**src/rtl/vpw_fc_pkg.sv**
```systemverilog
package vpw_fc_pkg;

  typedef enum logic [2:0] {
    SYM_SOF  = 3'd0,
    SYM_D0   = 3'd1,
    SYM_D1   = 3'd2,
    SYM_EODM = 3'd3,
    SYM_EOFM = 3'd4,
    SYM_BRK  = 3'd5,
    SYM_NB   = 3'd6
  } sym_e;

  typedef enum logic [1:0] {
    ST_IDLE,
    ST_DATA,
    ST_GAP,
    ST_LOCK
  } fc_state_e;

  // One byte through an MSB-first CRC-8 (no reflection).
  function automatic logic [7:0] crc8_step(input logic [7:0] c,
                                           input logic [7:0] d,
                                           input logic [7:0] poly);
    logic [7:0] r;
    r = c ^ d;
    for (int i = 0; i < 8; i++) begin
      r = r[7] ? ((r << 1) ^ poly) : (r << 1);
    end
    return r;
  endfunction

endpackage

```
**src/rtl/vpw_fc_crc.sv**
```systemverilog
module vpw_fc_crc #(
  parameter logic [7:0] CRC_POLY    = 8'h1D,
  parameter logic [7:0] CRC_INIT    = 8'hFF,
  parameter logic [7:0] CRC_RESIDUE = 8'hC4
) (
  input  logic       clk,
  input  logic       rst_n,
  input  logic       clr,
  input  logic       upd,
  input  logic [7:0] byte_in,
  output logic       pass_now
);
  import vpw_fc_pkg::*;

  logic [7:0] crc_r;
  logic [7:0] crc_with_byte;

  // The check sees a byte strobed in the same cycle.
  assign crc_with_byte = upd ? crc8_step(crc_r, byte_in, CRC_POLY) : crc_r;
  assign pass_now      = (crc_with_byte == CRC_RESIDUE);

  always_ff @(posedge clk or negedge rst_n) begin
    if (!rst_n)   crc_r <= CRC_INIT;
    else if (clr) crc_r <= CRC_INIT;
    else if (upd) crc_r <= crc_with_byte;
  end

endmodule

```
**src/rtl/vpw_fc_len.sv**
```systemverilog
module vpw_fc_len #(
  parameter int MAX_BYTES = 12,
  parameter int BYTE_BITS = 8
) (
  input  logic clk,
  input  logic rst_n,
  input  logic clr_frame,
  input  logic clr_seg,
  input  logic bit_acc,
  input  logic byte_acc,
  output logic seg_has_byte,
  output logic mid_byte,
  output logic at_limit
);
  localparam int CW = $clog2(MAX_BYTES + 1);
  localparam int PW = (BYTE_BITS > 1) ? $clog2(BYTE_BITS) : 1;
  localparam logic [CW-1:0] LIMIT    = CW'(MAX_BYTES);
  localparam logic [PW-1:0] LAST_BIT = PW'(BYTE_BITS - 1);

  logic [CW-1:0] frame_cnt;
  logic          seg_seen;
  logic [PW-1:0] bit_ph;

  assign at_limit     = (frame_cnt >= LIMIT);
  assign seg_has_byte = seg_seen || byte_acc;
  assign mid_byte     = (bit_ph != '0);

  always_ff @(posedge clk or negedge rst_n) begin
    if (!rst_n) begin
      frame_cnt <= '0;
      seg_seen  <= 1'b0;
      bit_ph    <= '0;
    end else begin
      if (clr_frame)                  frame_cnt <= '0;
      else if (byte_acc && !at_limit) frame_cnt <= frame_cnt + 1'b1;

      if (clr_seg)       seg_seen <= 1'b0;
      else if (byte_acc) seg_seen <= 1'b1;

      if (clr_seg)      bit_ph <= '0;
      else if (bit_acc) bit_ph <= (bit_ph == LAST_BIT) ? '0 : bit_ph + 1'b1;
    end
  end

endmodule

```
**src/rtl/vpw_fc_seq.sv**
```systemverilog
module vpw_fc_seq (
  input  logic       clk,
  input  logic       rst_n,
  input  logic       en,
  input  logic       sym_valid,
  input  logic [2:0] sym_code,
  input  logic       byte_valid,
  input  logic       quiet_mode,
  input  logic       tx_active,
  input  logic       len_check_off,
  input  logic       seg_has_byte,
  input  logic       mid_byte,
  input  logic       at_limit,
  input  logic       crc_pass,
  output logic       clr_frame,
  output logic       clr_seg,
  output logic       bit_acc,
  output logic       byte_acc,
  output logic       rx_open,
  output logic       bad_frame_pulse,
  output logic       crc_fail_pulse,
  output logic       break_pulse,
  output logic       cancel_frame_tx,
  output logic       cancel_all_tx
);
  import vpw_fc_pkg::*;

  fc_state_e  state, nxt;
  logic [1:0] eod_cnt, nxt_eod;
  logic       brk_done, nxt_brk;
  logic       ev_bad, ev_crc, ev_brk;
  logic       is_bit, is_sof, is_eodm, is_eofm, is_nb, is_brk;
  logic       suppress;

  assign is_sof  = sym_valid && (sym_code == SYM_SOF);
  assign is_bit  = sym_valid && ((sym_code == SYM_D0) || (sym_code == SYM_D1));
  assign is_eodm = sym_valid && (sym_code == SYM_EODM);
  assign is_eofm = sym_valid && (sym_code == SYM_EOFM);
  assign is_nb   = sym_valid && (sym_code == SYM_NB);
  assign is_brk  = sym_valid && (sym_code == SYM_BRK);
  assign suppress = quiet_mode && !tx_active;
  assign rx_open  = (state != ST_LOCK);
  assign byte_acc = en && byte_valid && (state == ST_DATA);

  always_comb begin
    nxt       = state;
    nxt_eod   = eod_cnt;
    nxt_brk   = brk_done;
    ev_bad    = 1'b0;
    ev_crc    = 1'b0;
    ev_brk    = 1'b0;
    clr_frame = 1'b0;
    clr_seg   = 1'b0;
    bit_acc   = 1'b0;
    if (!en) begin
      nxt       = ST_IDLE;
      nxt_eod   = 2'd0;
      nxt_brk   = 1'b0;
      clr_frame = 1'b1;
      clr_seg   = 1'b1;
    end else if (is_brk && !brk_done) begin
      ev_brk = 1'b1;
    end else begin
      unique case (state)
        ST_IDLE: begin
          if (is_sof) begin
            nxt       = ST_DATA;
            nxt_eod   = 2'd0;
            clr_frame = 1'b1;
            clr_seg   = 1'b1;
          end else if (is_bit) begin
            ev_bad = 1'b1;
          end
        end
        ST_DATA: begin
          if (is_bit) begin
            if (at_limit && !len_check_off) ev_bad = 1'b1;
            else                            bit_acc = 1'b1;
          end else if (is_eodm) begin
            if (!seg_has_byte || mid_byte) ev_bad = 1'b1;
            else if (!crc_pass)            ev_crc = 1'b1;
            else begin
              nxt     = ST_GAP;
              clr_seg = 1'b1;
              nxt_eod = (eod_cnt == 2'd3) ? eod_cnt : eod_cnt + 2'd1;
            end
          end else if (is_sof || is_eofm || is_nb) begin
            ev_bad = 1'b1;
          end
        end
        ST_GAP: begin
          if (is_eofm) begin
            nxt = ST_IDLE;
          end else if (is_nb && (eod_cnt < 2'd2)) begin
            nxt     = ST_DATA;               // response segment
            clr_seg = 1'b1;
          end else if (sym_valid && !is_brk) begin
            ev_bad = 1'b1;
          end
        end
        ST_LOCK: begin
          if (is_eofm) begin
            nxt     = ST_IDLE;
            nxt_brk = 1'b0;
          end
        end
        default: nxt = ST_IDLE;
      endcase
    end
    if (ev_brk) begin
      nxt     = ST_LOCK;
      nxt_brk = 1'b1;
    end
    if (ev_bad || ev_crc) nxt = ST_LOCK;
  end

  always_ff @(posedge clk or negedge rst_n) begin
    if (!rst_n) begin
      state           <= ST_IDLE;
      eod_cnt         <= 2'd0;
      brk_done        <= 1'b0;
      bad_frame_pulse <= 1'b0;
      crc_fail_pulse  <= 1'b0;
      break_pulse     <= 1'b0;
      cancel_frame_tx <= 1'b0;
      cancel_all_tx   <= 1'b0;
    end else begin
      state           <= nxt;
      eod_cnt         <= nxt_eod;
      brk_done        <= nxt_brk;
      bad_frame_pulse <= ev_bad && !suppress;
      crc_fail_pulse  <= ev_crc && !suppress;
      break_pulse     <= ev_brk;
      cancel_frame_tx <= ev_bad || ev_crc;
      cancel_all_tx   <= ev_brk;
    end
  end

  // a fault is a single pulse and leaves the receiver closed
  a_r9_fault_single: assert property (@(posedge clk) disable iff (!rst_n)
    (bad_frame_pulse || crc_fail_pulse) |=> !(bad_frame_pulse || crc_fail_pulse));
  a_r9_cancel_closes: assert property (@(posedge clk) disable iff (!rst_n)
    cancel_frame_tx |-> !rx_open);
  a_r9_close_has_cause: assert property (@(posedge clk) disable iff (!rst_n)
    $fell(rx_open) |-> (cancel_frame_tx || cancel_all_tx));
  // no fault pulse when the previous cycle was quiet and idle
  a_r10_quiet_silent: assert property (@(posedge clk) disable iff (!rst_n)
    (bad_frame_pulse || crc_fail_pulse) |-> $past(!quiet_mode || tx_active));
  // break reported once, with the cancel-all request
  a_r11_break_once: assert property (@(posedge clk) disable iff (!rst_n)
    break_pulse |=> !break_pulse);
  a_r11_break_cancels: assert property (@(posedge clk) disable iff (!rst_n)
    break_pulse |-> (cancel_all_tx && !rx_open));
  // disabled checker stays silent and open
  a_r1_disabled_quiet: assert property (@(posedge clk) disable iff (!rst_n)
    !en |=> (!bad_frame_pulse && !crc_fail_pulse && !break_pulse &&
             !cancel_frame_tx && !cancel_all_tx && rx_open));

endmodule

```
**src/rtl/vpw_frame_check.sv**
```systemverilog
module vpw_frame_check #(
  parameter int         MAX_BYTES   = 12,
  parameter int         BYTE_BITS   = 8,
  parameter logic [7:0] CRC_POLY    = 8'h1D,
  parameter logic [7:0] CRC_INIT    = 8'hFF,
  parameter logic [7:0] CRC_RESIDUE = 8'hC4
) (
  input  logic       clk,
  input  logic       rst_n,
  input  logic       en,
  input  logic       sym_valid,
  input  logic [2:0] sym_code,
  input  logic       rx_byte_valid,
  input  logic [7:0] rx_byte,
  input  logic       quiet_mode,
  input  logic       tx_active,
  input  logic       len_check_off,
  output logic       rx_open,
  output logic       bad_frame_pulse,
  output logic       crc_fail_pulse,
  output logic       break_pulse,
  output logic       cancel_frame_tx,
  output logic       cancel_all_tx
);

  logic clr_frame, clr_seg, bit_acc, byte_acc;
  logic seg_has_byte, mid_byte, at_limit, crc_pass;

  vpw_fc_seq u_seq (
    .clk             (clk),
    .rst_n           (rst_n),
    .en              (en),
    .sym_valid       (sym_valid),
    .sym_code        (sym_code),
    .byte_valid      (rx_byte_valid),
    .quiet_mode      (quiet_mode),
    .tx_active       (tx_active),
    .len_check_off   (len_check_off),
    .seg_has_byte    (seg_has_byte),
    .mid_byte        (mid_byte),
    .at_limit        (at_limit),
    .crc_pass        (crc_pass),
    .clr_frame       (clr_frame),
    .clr_seg         (clr_seg),
    .bit_acc         (bit_acc),
    .byte_acc        (byte_acc),
    .rx_open         (rx_open),
    .bad_frame_pulse (bad_frame_pulse),
    .crc_fail_pulse  (crc_fail_pulse),
    .break_pulse     (break_pulse),
    .cancel_frame_tx (cancel_frame_tx),
    .cancel_all_tx   (cancel_all_tx)
  );

  vpw_fc_len #(
    .MAX_BYTES (MAX_BYTES),
    .BYTE_BITS (BYTE_BITS)
  ) u_len (
    .clk          (clk),
    .rst_n        (rst_n),
    .clr_frame    (clr_frame),
    .clr_seg      (clr_seg),
    .bit_acc      (bit_acc),
    .byte_acc     (byte_acc),
    .seg_has_byte (seg_has_byte),
    .mid_byte     (mid_byte),
    .at_limit     (at_limit)
  );

  vpw_fc_crc #(
    .CRC_POLY    (CRC_POLY),
    .CRC_INIT    (CRC_INIT),
    .CRC_RESIDUE (CRC_RESIDUE)
  ) u_crc (
    .clk      (clk),
    .rst_n    (rst_n),
    .clr      (clr_seg),
    .upd      (byte_acc),
    .byte_in  (rx_byte),
    .pass_now (crc_pass)
  );

  // the sequencer never accepts a bit past the limit while the check is on
  a_r8_len_guard: assert property (@(posedge clk) disable iff (!rst_n)
    (bit_acc && at_limit) |-> len_check_off);

endmodule

```
**config.mk**
```make
export PLATFORM = sky130hd
export DESIGN_NAME = vpw_frame_check
export DESIGN_NICKNAME = d
export VERILOG_FILES = /design/src/rtl/vpw_fc_pkg.sv /design/src/rtl/vpw_fc_crc.sv /design/src/rtl/vpw_fc_len.sv /design/src/rtl/vpw_fc_seq.sv /design/src/rtl/vpw_frame_check.sv
export SDC_FILE = /design/constraint.sdc
export NUM_CORES = 1
export LEC_CHECK = 0
export BUFFER_PORTS_ARGS = -buffer_cell sky130_fd_sc_hd__clkbuf_2
export CORE_MARGIN = 10
export CORE_UTILIZATION = 50
export DETAILED_ROUTE_END_ITERATION = 16
export PLACE_DENSITY = 0.73
export SETUP_SLACK_MARGIN = 0.15
export SLEW_MARGIN = 20
export SYNTH_ARGS = -nofsm -noshare
export SYNTH_HDL_FRONTEND = slang
export SYNTH_SLANG_ARGS = --single-unit
```
**constraint.sdc**
```tcl
create_clock -name clk -period 2.95 [get_ports clk]
set_input_delay 0.59 -clock clk [delete_from_list [all_inputs] [get_ports clk]]
set_output_delay 0.59 -clock clk [all_outputs]
set_load 0.005 [all_outputs]
```
==> qor.txt <==
CP bufs+invs -> 0
Total Power -> 0.951 mW
CP top delay family -> simple AND/OR/NAND/NOR gates
Reg power frac -> 40.3%
Synth Instances -> 198
CP max stage delay -> 0.59 ns
DRC -> 0
vias per inst -> 5.92
placed insts -> 283
# IOs -> 25
Post-CTS Hold Buffers -> 0
Die Ht -> 81.2 µm
synthesized area -> 0.00187 mm²
Yosys reg bits -> 25
placed instance area -> 0.00220 mm²
Post-synth EDFFs -> 0
Yosys top cell area share -> 22.7%
WP data arrival -> 2.93 ns
IR Drop Worst-Case VDD -> 233 µV
setup TNS -> 0 ns
Hold Path Class -> in -> async
register area share after synthesis -> 33.9%
Internal Power -> 0.642 mW
vias in the first global route -> 1726
share of cells above drive strength 1 -> 28.2%
quantity of I/O buffers inserted on ports -> 24
Final Non-Filler Cells -> 289
Pre-antenna DRT Iters -> 7
Layout area overhead -> 20.8%
R2R Setup Slk -> 0.18 ns
time the worst path needs with I/O delays and setup -> 2.77 ns
largest area contributor in the netlist -> dfrtp_1
GRT Resource Usage Total -> 14.7%
initial antenna violation count -> 0
switching component of the power -> 0.309 mW
largest net degree at the start of global routing -> 26
DRT iter0 DRCs -> 179
CTS buffer count -> 3
Worst Max-Slew Pin Slew -> 0.768 ns
full die area -> 0.00659 mm²
RR Startpoint -> u_crc.crc_r[2]
combinational share of power -> 37.9%
Initial Utilization -> 51.5%
Synth Area per Inst -> 9.46 µm²
Max Fanout on Critical Path -> 2
WS Path Type -> reg -> reg
warnings from Yosys -> 0
post-route ant nets -> 0
Critical R2R Capture -> u_seq.state[0]
Synth Net Count -> 222
leakage -> 1.03 nW
Peak Freq -> 361 MHz
CTS H-Tree Depth -> 1
# fillers -> 344
R2R cell count -> 7
RSZ-0062 raised after global routing -> true
die width -> 81.2 µm
Startpoint Class -> flip-flop
post-synthesis cell type count -> 53
Final Setup Violations -> 0
final instance area -> 0.00226 mm²
CP max stage cell -> dfstp_2
crit end category -> flip-flop
clock buffer depth -> 2
most area-consuming cells after synthesis -> dfrtp_1, dfstp_2, xnor2_1, nand2_1, ha_1
Power Dens Cells -> 420 mW/mm²
relative slew slack -> 48.4%
Primary FF master, synth -> dfrtp_1
async set or reset register ratio after synthesis -> 100%
final slew viol count -> 0
CTS Root Cell -> clkbuf_8
Vias -> 1711
Worst-Skew Late Latency -> 0.27 ns
critical path required time -> 3.11 ns
Net Sw Frac -> 32.5%
WL final -> 4690 µm
total gr overflow -> 0
core area -> 0.00363 mm²
Worst Skew -> 0.00292 ns
hpwl dp -> 3730 µm
most used cell, CP -> a21oi_2
Nets -> 266
site row count -> 22
Hold WS -> 0.321 ns
final hold viol count -> 0
status -> completed
max-cap viol count -> 0
# diodes -> 0
DR WL/cell -> 16.2 µm
fin crit share -> 93.9%
final RePlAce weighted congestion -> 0.875
Clk pwr share -> 21.9%
Clock transition at path regs -> 0.09 ns
cells along the critical path -> xnor2_4, xor3_1, or3_1, a21oi_2, a21oi_2, or4_1, a221o_1
clk sinks -> 25
TritonCTS clock tree -> done
wire length of the first global-routing pass -> 7820 µm
## metrics by stage
| stage | setup WS (ns) | utilization (%) |
|---|---|---|
| detailed placement | -0.0135 | 60.5 |
| finish | 0.179 | 62.3 |
| floorplan | 0.152 | - |
| global route | 0.114 | 62.3 |
| global placement | 0.0624 | 60.5 |
| CTS | 0.168 | 62.1 |
## power by group through the flow
stage / logic, mW / clock network, mW / registers (mW)
2_1_floorplan: 0.229 / 0 / 0.383
3_3_place_gp: 0.348 / 0 / 0.389
3_5_place_dp: 0.356 / 0 / 0.389
4_1_cts: 0.360 / 0.217 / 0.383
5_1_grt: 0.394 / 0.228 / 0.386
6_report: 0.360 / 0.208 / 0.383
## worst max-delay path by stage
stage,start,endpoint,slack (ns),cells after the start
global placement,rx_byte[2],u_seq.state[0],0.06,8
detailed placement,rx_byte[2],u_seq.state[0],-0.01,8
finish,u_crc.crc_r[2],u_seq.state[0],0.18,7
CTS,u_crc.crc_r[2],u_seq.state[0],0.17,7
floorplan,rx_byte[2],u_seq.state[0],0.15,7
global route,u_crc.crc_r[2],u_seq.state[0],0.11,7
## cells by family after synthesis
| kind of cell | share of synthesized area (%) |
|---|---|
| simple gates | 22.4 |
| compound gates | 18.8 |
| xor+xnor | 16.6 |
| flops | 33.9 |
| buf+inv | 3.27 |
| fa+ha+maj | 3.34 |
| mux | 1.60 |
## placed cells by master (no fill, tap or decap), types with 2 or more instances in the layout
| cell | synthesis | layout |
|---|---|---|
| a221o_1 | 2 | 2 |
| o41ai_1 | 2 | 2 |
| clkbuf_2 | 0 | 24 |
| nand2_1 | 18 | 18 |
| or4_1 | 2 | 2 |
| nor2b_1 | 6 | 6 |
| or3_1 | 4 | 4 |
| and2_1 | 3 | 3 |
| o21ai_0 | 5 | 5 |
| buf_4 | 1 | 22 |
| nand2b_1 | 9 | 9 |
| o41a_1 | 2 | 2 |
| nor4_1 | 2 | 2 |
| dfstp_2 | 8 | 8 |
| inv_1 | 8 | 8 |
| ha_1 | 5 | 5 |
| mux2i_1 | 3 | 3 |
| xor2_1 | 6 | 6 |
| o211ai_1 | 6 | 6 |
| and3b_1 | 2 | 2 |
| o22ai_1 | 2 | 2 |
| nor2_1 | 13 | 13 |
| clkbuf_8 | 0 | 3 |
| nand3_1 | 5 | 5 |
| nor3b_1 | 2 | 2 |
| xnor3_1 | 2 | 2 |
| dfrtp_1 | 17 | 17 |
| a21oi_2 | 2 | 2 |
| xnor2_1 | 18 | 16 |
| a211oi_1 | 3 | 3 |
| a21oi_1 | 6 | 6 |
| xnor2_2 | 2 | 3 |
| nor3_1 | 5 | 5 |
| a2111oi_2 | 2 | 2 |
## cell type report
cell class | count | area, µm² | area share, %
Clock buffer | 3 | 41.3 | 1.83
Sequential cell | 25 | 636 | 28.1
Clock inverter | 1 | 7.51 | 0.332
Multi-Input combinational cell | 158 | 1200 | 53.2
Tap cell | 48 | 60.1 | 2.65
Inverter | 8 | 30.0 | 1.33
Timing Repair Buffer | 46 | 285 | 12.6
## routing by layer
layer  share of wire (%)  global-route usage (%)  wire (µm)
met4                 2.5                    6.57        119
met3                 8.0                    3.31        374
met2                  50                    25.8       2370
met1                  39                    16.7       1830
met5                   0                       0          0
## registers in the layout, indices dropped and copies added (netlist names)
signal,flops
u_len.bit_ph,3
u_seq.crc_fail_pulse,1
u_seq.cancel_frame_tx,1
u_seq.bad_frame_pulse,1
u_seq.brk_done,1
u_seq.state,2
u_crc.crc_r,8
u_len.seg_seen,1
u_seq.eod_cnt,2
u_seq.break_pulse,1
u_len.frame_cnt,4
## Yosys cell counts (2+ instances only)
cell        n
and2_1      3
nor2b_1     6
and3b_1     2
nor2_1     13
o211ai_1    6
clkbuf_1    5
xor2_1      6
a21oi_1     6
nor3_1      5
o41ai_1     2
dfrtp_1    17
mux2i_1     3
o21ai_0     5
nand2b_1    9
xnor2_1    18
dfstp_2     8
xnor2_2     2
a2111oi_2   2
or4_1       2
a221o_1     2
nor3b_1     2
a211oi_1    3
o22ai_1     2
ha_1        5
nand3_1     5
inv_1       8
or3_1       4
nor4_1      2
a21oi_2     2
o41a_1      2
nand2_1    18
xnor3_1     2
## worst reg2reg max path, stage by stage (launching register included)
cell,delay (ns)
dfstp_2,0.59
xnor2_4,0.12
xor3_1,0.44
or3_1,0.39
a21oi_2,0.18
a21oi_2,0.08
or4_1,0.49
a221o_1,0.37
## what timing repair did
action                     CTS  global route
setup endpoints to repair    1             4
gates resized for setup      0             0
cloned                       0             0
buffers inserted             1             1
pin swaps                    0             0
Power figures use the tool's default switching activity.
